[src/rtl/csu_pkg.sv]
package csu_pkg;
  typedef enum logic [1:0] {
    PH_INPUT   = 2'd0,
    PH_COMPUTE = 2'd1,
    PH_OUTPUT  = 2'd2
  } phase_e;

  localparam int unsigned NFLAG   = 3;
  localparam int unsigned FL_CCF  = 0;
  localparam int unsigned FL_RDE  = 1;
  localparam int unsigned FL_WRE  = 2;
endpackage

[src/rtl/csu_phase_ctrl.sv]
module csu_phase_ctrl
  import csu_pkg::*;
#(
  parameter int unsigned WORDS   = 4,
  parameter int unsigned LATENCY = 10
) (
  input  logic   clk,
  input  logic   rst,
  input  logic   din_wr,
  input  logic   dout_rd,
  output phase_e phase_o,
  output logic   done_o
);
  localparam int unsigned WCW = (WORDS > 1) ? $clog2(WORDS) : 1;
  localparam int unsigned LCW = (LATENCY > 1) ? $clog2(LATENCY) : 1;
  localparam logic [WCW-1:0] WLAST = WCW'(WORDS - 1);
  localparam logic [LCW-1:0] LLAST = LCW'(LATENCY - 1);

  phase_e         phase_q;
  logic [WCW-1:0] word_q;
  logic [LCW-1:0] lat_q;
  logic           done_q;

  always_ff @(posedge clk) begin
    if (rst) begin
      phase_q <= PH_INPUT;
      word_q  <= '0;
      lat_q   <= '0;
      done_q  <= 1'b0;
    end else begin
      done_q <= 1'b0;
      case (phase_q)
        PH_INPUT: begin
          if (din_wr) begin
            if (word_q == WLAST) begin
              word_q  <= '0;
              lat_q   <= '0;
              phase_q <= PH_COMPUTE;
            end else begin
              word_q <= word_q + 1'b1;
            end
          end
        end
        PH_COMPUTE: begin
          if (lat_q == LLAST) begin
            lat_q   <= '0;
            done_q  <= 1'b1;
            phase_q <= PH_OUTPUT;
          end else begin
            lat_q <= lat_q + 1'b1;
          end
        end
        PH_OUTPUT: begin
          if (dout_rd) begin
            if (word_q == WLAST) begin
              word_q  <= '0;
              phase_q <= PH_INPUT;
            end else begin
              word_q <= word_q + 1'b1;
            end
          end
        end
        default: phase_q <= PH_INPUT;
      endcase
    end
  end

  assign phase_o = phase_q;
  assign done_o  = done_q;

  // computation exits to unloading exactly at the latency limit
  p_comp_exit_r3: assert property (@(posedge clk) disable iff (rst)
    (phase_q == PH_COMPUTE && lat_q == LLAST) |=> (phase_q == PH_OUTPUT && done_q));
  // done only accompanies the unloading phase
  p_done_phase_r3: assert property (@(posedge clk) disable iff (rst)
    done_q |-> (phase_q == PH_OUTPUT));
  // stray accesses never advance loading or unloading
  p_in_hold_r8: assert property (@(posedge clk) disable iff (rst)
    (phase_q == PH_INPUT && !din_wr) |=> (phase_q == PH_INPUT));
  p_out_hold_r8: assert property (@(posedge clk) disable iff (rst)
    (phase_q == PH_OUTPUT && !dout_rd) |=> (phase_q == PH_OUTPUT));
endmodule

[src/rtl/csu_sticky_flag.sv]
module csu_sticky_flag (
  input  logic clk,
  input  logic rst,
  input  logic set_i,
  input  logic clr_i,
  output logic flag_o
);
  logic flag_q;

  always_ff @(posedge clk) begin
    if (rst)        flag_q <= 1'b0;
    else if (set_i) flag_q <= 1'b1;
    else if (clr_i) flag_q <= 1'b0;
  end

  assign flag_o = flag_q;

  // a set in the same cycle as a clear leaves the flag high
  p_set_wins_r11: assert property (@(posedge clk) disable iff (rst)
    set_i |=> flag_q);
  // a clear without a set drops the flag
  p_clear_r6: assert property (@(posedge clk) disable iff (rst)
    (clr_i && !set_i) |=> !flag_q);
  p_hold_r6: assert property (@(posedge clk) disable iff (rst)
    (!clr_i && !set_i) |=> $stable(flag_q));
endmodule

[src/rtl/csu_flag_bank.sv]
module csu_flag_bank
  import csu_pkg::*;
(
  input  logic             clk,
  input  logic             rst,
  input  phase_e           phase_i,
  input  logic             done_i,
  input  logic             din_wr,
  input  logic             dout_rd,
  input  logic             key_deriv,
  input  logic             dma_out_en,
  input  logic             err_clr,
  input  logic             ccf_clr,
  output logic [NFLAG-1:0] flags_o
);
  logic [NFLAG-1:0] set_v;
  logic [NFLAG-1:0] clr_v;

  always_comb begin
    set_v         = '0;
    clr_v         = '0;
    set_v[FL_WRE] = din_wr  && (phase_i != PH_INPUT)  && !key_deriv;
    set_v[FL_RDE] = dout_rd && (phase_i != PH_OUTPUT) && !key_deriv;
    set_v[FL_CCF] = done_i && !dma_out_en;
    clr_v[FL_WRE] = err_clr;
    clr_v[FL_RDE] = err_clr;
    clr_v[FL_CCF] = ccf_clr;
  end

  for (genvar g = 0; g < NFLAG; g++) begin : g_flag
    csu_sticky_flag u_flag (
      .clk    (clk),
      .rst    (rst),
      .set_i  (set_v[g]),
      .clr_i  (clr_v[g]),
      .flag_o (flags_o[g])
    );
  end

  // write outside loading raises the write-error flag
  p_wr_detect_r4: assert property (@(posedge clk) disable iff (rst)
    (din_wr && phase_i != PH_INPUT && !key_deriv) |=> flags_o[FL_WRE]);
  // read outside unloading raises the read-error flag
  p_rd_detect_r5: assert property (@(posedge clk) disable iff (rst)
    (dout_rd && phase_i != PH_OUTPUT && !key_deriv) |=> flags_o[FL_RDE]);
  // key derivation keeps clear error flags clear
  p_kd_quiet_r7: assert property (@(posedge clk) disable iff (rst)
    (key_deriv && !flags_o[FL_WRE] && !flags_o[FL_RDE])
      |=> (!flags_o[FL_WRE] && !flags_o[FL_RDE]));
  // with output DMA on, completion flag only moves on a clear
  p_dma_hold_r10: assert property (@(posedge clk) disable iff (rst)
    (dma_out_en && !ccf_clr) |=> $stable(flags_o[FL_CCF]));
endmodule

[src/rtl/csu_irq_gen.sv]
module csu_irq_gen
  import csu_pkg::*;
(
  input  logic             clk,
  input  logic             rst,
  input  logic [NFLAG-1:0] flags_i,
  input  logic             err_ie,
  input  logic             ccf_ie,
  output logic             irq_o
);
  logic ccf_req;
  logic err_req;
  logic irq_q;

  assign ccf_req = flags_i[FL_CCF] && ccf_ie;
  assign err_req = (flags_i[FL_WRE] || flags_i[FL_RDE]) && err_ie;

  always_ff @(posedge clk) begin
    if (rst) irq_q <= 1'b0;
    else     irq_q <= ccf_req || err_req;
  end

  assign irq_o = irq_q;

  // an enabled completion flag raises the line a cycle later
  p_irq_ccf_r12: assert property (@(posedge clk) disable iff (rst)
    (flags_i[FL_CCF] && ccf_ie) |=> irq_o);
  // an enabled error flag raises the line a cycle later
  p_irq_err_r12: assert property (@(posedge clk) disable iff (rst)
    ((flags_i[FL_WRE] || flags_i[FL_RDE]) && err_ie) |=> irq_o);
  // nothing enabled and pending keeps the line low
  p_irq_quiet_r12: assert property (@(posedge clk) disable iff (rst)
    (!(flags_i[FL_CCF] && ccf_ie) && !((flags_i[FL_WRE] || flags_i[FL_RDE]) && err_ie))
      |=> !irq_o);
endmodule

[src/rtl/cipher_status_unit.sv]
module cipher_status_unit
  import csu_pkg::*;
#(
  parameter int unsigned WORDS   = 4,
  parameter int unsigned LATENCY = 10,
  parameter int unsigned STAT_W  = 32
) (
  input  logic              clk,
  input  logic              rst,
  input  logic              din_wr,
  input  logic              dout_rd,
  input  logic              key_deriv,
  input  logic              dma_out_en,
  input  logic              err_clr,
  input  logic              ccf_clr,
  input  logic              err_ie,
  input  logic              ccf_ie,
  output logic [STAT_W-1:0] status_o,
  output logic              irq_o,
  output logic [1:0]        phase_o
);
  phase_e           phase;
  logic             done;
  logic [NFLAG-1:0] flags;

  csu_phase_ctrl #(
    .WORDS   (WORDS),
    .LATENCY (LATENCY)
  ) u_phase (
    .clk     (clk),
    .rst     (rst),
    .din_wr  (din_wr),
    .dout_rd (dout_rd),
    .phase_o (phase),
    .done_o  (done)
  );

  csu_flag_bank u_flags (
    .clk        (clk),
    .rst        (rst),
    .phase_i    (phase),
    .done_i     (done),
    .din_wr     (din_wr),
    .dout_rd    (dout_rd),
    .key_deriv  (key_deriv),
    .dma_out_en (dma_out_en),
    .err_clr    (err_clr),
    .ccf_clr    (ccf_clr),
    .flags_o    (flags)
  );

  csu_irq_gen u_irq (
    .clk     (clk),
    .rst     (rst),
    .flags_i (flags),
    .err_ie  (err_ie),
    .ccf_ie  (ccf_ie),
    .irq_o   (irq_o)
  );

  assign status_o = STAT_W'(flags);
  assign phase_o  = phase;

  // one cycle out of reset everything reads idle
  p_reset_idle_r1: assert property (@(posedge clk)
    $fell(rst) |-> (status_o == '0 && !irq_o && phase_o == 2'd0));
endmodule

[config.mk]
export PLATFORM = sky130hd
export DESIGN_NAME = cipher_status_unit
export DESIGN_NICKNAME = d
export VERILOG_FILES = /design/src/rtl/csu_pkg.sv /design/src/rtl/csu_phase_ctrl.sv /design/src/rtl/csu_sticky_flag.sv /design/src/rtl/csu_flag_bank.sv /design/src/rtl/csu_irq_gen.sv /design/src/rtl/cipher_status_unit.sv
export SDC_FILE = /design/constraint.sdc
export NUM_CORES = 1
export LEC_CHECK = 0
export ABC_AREA = 1
export BUFFER_PORTS_ARGS = -buffer_cell sky130_fd_sc_hd__buf_2
export CAP_MARGIN = 10
export CORE_AREA = 2 2 46 48
export DETAILED_ROUTE_END_ITERATION = 10
export DIE_AREA = 0 0 48 50
export PLACE_DENSITY = 0.88
export SYNTH_ARGS = -nofsm -noshare
export SYNTH_HDL_FRONTEND = slang
export SYNTH_SLANG_ARGS = --single-unit
[constraint.sdc]
create_clock -name clk -period 1.75 [get_ports clk]
set_input_delay 0 -clock clk [delete_from_list [all_inputs] [get_ports clk]]
set_output_delay 0 -clock clk [all_outputs]
set_load 0.03 [all_outputs]
==> results.tsv <==
metric	value	unit
Tcrit/Tclk final	70.1	%
Clock Path Buffers	2	
CP Class	reg2reg	
synth top area cells	dfxtp_1 (29%), buf_4 (27%), nand2_1 (12%), a21oi_1 (5.6%), inv_1 (5.1%)	
Synth area leader	dfxtp_1	
CP required	1.92	ns
WL final	1420	µm
status	complete, no violations	
register area share after synthesis	29.4	%
Top Ports	45	
Yosys reg bits	13	
Resized cells post-CTS	0	
via/cell ratio	4.21	
dpl cells	161	
maximum vdd ir drop	0.508	mV
CP max stage cell	dlygate4sd3_1	
Pwr Density	687	nW/µm²
post-synth top area share	29.4	%
initial antenna violation count	0	
setup violators final	0	
GRT overflow	0	
Reg-to-Reg Start	u_flags.g_flag[2].u_flag.flag_o$_SDFFE_PP0P_	
fraction of layout instances using a drive strength above 1	17.5	%
synthesized cell area	886	µm²
routed len/inst	8.36	µm
Avg Synthesized Cell Area	7.14	µm²
Port Buffers	15	
first-pass GRT wire length	2330	µm
RSZ-0062 raised after global routing	false	
DRC	0	
GRT Total Usage	13.3	%
Net count, final	157	
worst reg2reg setup slack	0.52	ns
Worst Hold Endpoint	u_flags.g_flag[1].u_flag.flag_o$_SDFFE_PP0P_	
Core ar.	1900	µm²
hold_sp	key_deriv	
Unique masters post-synth	19	
worst skew pair latency	0.28	ns
worst reg2reg path depth	3	
Yosys warnings	0	
CTS tree	yes	
clk_skew	0.00770	ns
vias in the first global route	588	
cell chain of the critical path	o21ai_0 > a21oi_1 > dlygate4sd3_1	
CTS clk-pin slew, worst paths	0.09	ns
pre-CTS setup slack	0.627	ns
leakage power	0.000474	µW
final weighted congestion of routability-driven global placement	0.801	
Crit path arrival time	1.40	ns
TritonRoute pass-1 iters	4	
row count	16	
fin worst setup slack	0.522	ns
Max stage delay on crit path	0.55	ns
max frequency	815	MHz
n_diodes	0	
Min-Delay Path Depth	4	
CTS buffer count	3	
Starting Density	46.6	%
Area growth syn-to-layout	5.23	%
CP Launch Type	register	
TNS Setup	0	ns
hold_buf cts	5	
largest net degree at the start of global routing	13	
Layout Cells excl Fill	170	
DP HPWL	1140	µm
Vias	716	
CP Capture Type	register	
CTS H-tree lvls	1	
TritonCTS Sinks	13	
Die X	48	µm
min Tclk post-route	1.23	ns
CTS root buffer	clkbuf_4	
max_cap viols	0	
die area	2400	µm²
critical path fanouts, max	3	
Slew Viols, Final	0	
RR Endpoint	u_irq.irq_o$_SDFF_PP0_	
ANT nets after route	0	
Post-Syn Instances	124	
Die Ht	50	µm
Worst Hold Class	in2reg	
post-CTS setup buffers	0	
drt initial violations	6	
final hold vios	0	
## per-layer routing
metal  up-vias  share of wire, %  track usage [%]
met3         2               8.6             5.49
met4         0              0.84             2.70
met5         -                 0                0
met1       309                42             15.1
li1        365                 -                -
met2        40                49             22.4
## kinds of logic (layout without fill, tap and decap cells)
group                    after synthesis  count (layout)  share of synthesized area [%]
buffers and inverters                 47              38                           33.5
other                                  1              29                          0.423
adder cells (fa/ha/maj)                3               3                           4.24
flip-flops                            13              13                           29.4
AO/OA/AOI/OAI                         13              13                           8.05
AND/OR/NAND/NOR                       47              47                           24.4
## worst max-delay path: cells and delay by family, from the launching register on
family | cells | cell delay (ns)
DFF | 1 | 0.32
buffers and inverters | 1 | 0.55
AOI/OAI and AO/OA | 2 | 0.25
## cell type report
class,count,area [µm²]
fillers,197,970
inverters,14,52.6
well taps,27,33.8
clock buffers,4,26.3
multi-input cells,92,434
flip-flops and latches,13,260
repair buffers,20,125
## flip-flops by register name, indices dropped and copies added, names as in the netlist
name and flops:
u_phase.phase_o 2, u_phase.word_q 2, u_phase.lat_q 4, u_phase.done_o 1, u_flags.g_flag.u_flag.flag_o 3, u_irq.irq_o 1
## cells in the mapped netlist
master,instances
nand2_2,1
a21oi_1,10
ha_1,3
inv_2,2
nand3b_1,1
a21oi_2,1
nand4_1,3
nand2_1,28
dfxtp_1,13
nor2_4,2
o21ai_0,1
or2_2,1
inv_1,12
clkbuf_1,1
conb_1,1
nor2_1,4
nand3_1,7
o211ai_1,1
buf_4,32
## power breakdown
group | switching [µW] | total (µW) | internal [µW]
Clock | 104 | 192 | 88.5
Sequential | 5.10 | 308 | 303
Combinational | 114 | 141 | 27.1
Total | 222 | 641 | 418
## placed cells by master (no fill, tap or decap), types with 2 or more instances in the layout
master,count
a21oi_1,10
clkbuf_4,3
ha_1,3
conb_1,29
dfxtp_1,13
nor2_4,2
nand4_1,3
buf_2,15
nand3_1,7
inv_1,12
nand2_1,28
dlygate4sd3_1,5
nor2_1,4
inv_2,2
## through the flow
stage                     power, µW  cell area [µm²]  hold slack [ns]  util, %
after floorplan                 481              991           0.0691        -
after global placement          446              856            0.253     45.0
after detailed placement        449              856            0.261     45.0
after CTS                       644              932          0.00925     49.0
after global routing            677              932           0.0182     49.0
final                           641              932           0.0183     49.0
## how the worst max path moves through the flow
| stage | start | endpoint | slack [ns] |
|---|---|---|---|
| after floorplan | u_phase.phase_o[0]$_SDFFE_PP0P_ | u_phase.lat_q[3]$_SDFFE_PP0P_ | 0.57 |
| after global placement | u_phase.lat_q[1]$_SDFFE_PP0P_ | u_phase.lat_q[3]$_SDFFE_PP0P_ | 0.67 |
| after detailed placement | u_phase.word_q[0]$_SDFFE_PP0P_ | u_phase.lat_q[3]$_SDFFE_PP0P_ | 0.63 |
| after CTS | u_flags.g_flag[2].u_flag.flag_o$_SDFFE_PP0P_ | u_irq.irq_o$_SDFF_PP0_ | 0.50 |
| after global routing | u_flags.g_flag[2].u_flag.flag_o$_SDFFE_PP0P_ | u_irq.irq_o$_SDFF_PP0_ | 0.45 |
| final | u_flags.g_flag[2].u_flag.flag_o$_SDFFE_PP0P_ | u_irq.irq_o$_SDFF_PP0_ | 0.52 |
Note: power is estimated with default switching activity, not from simulation.
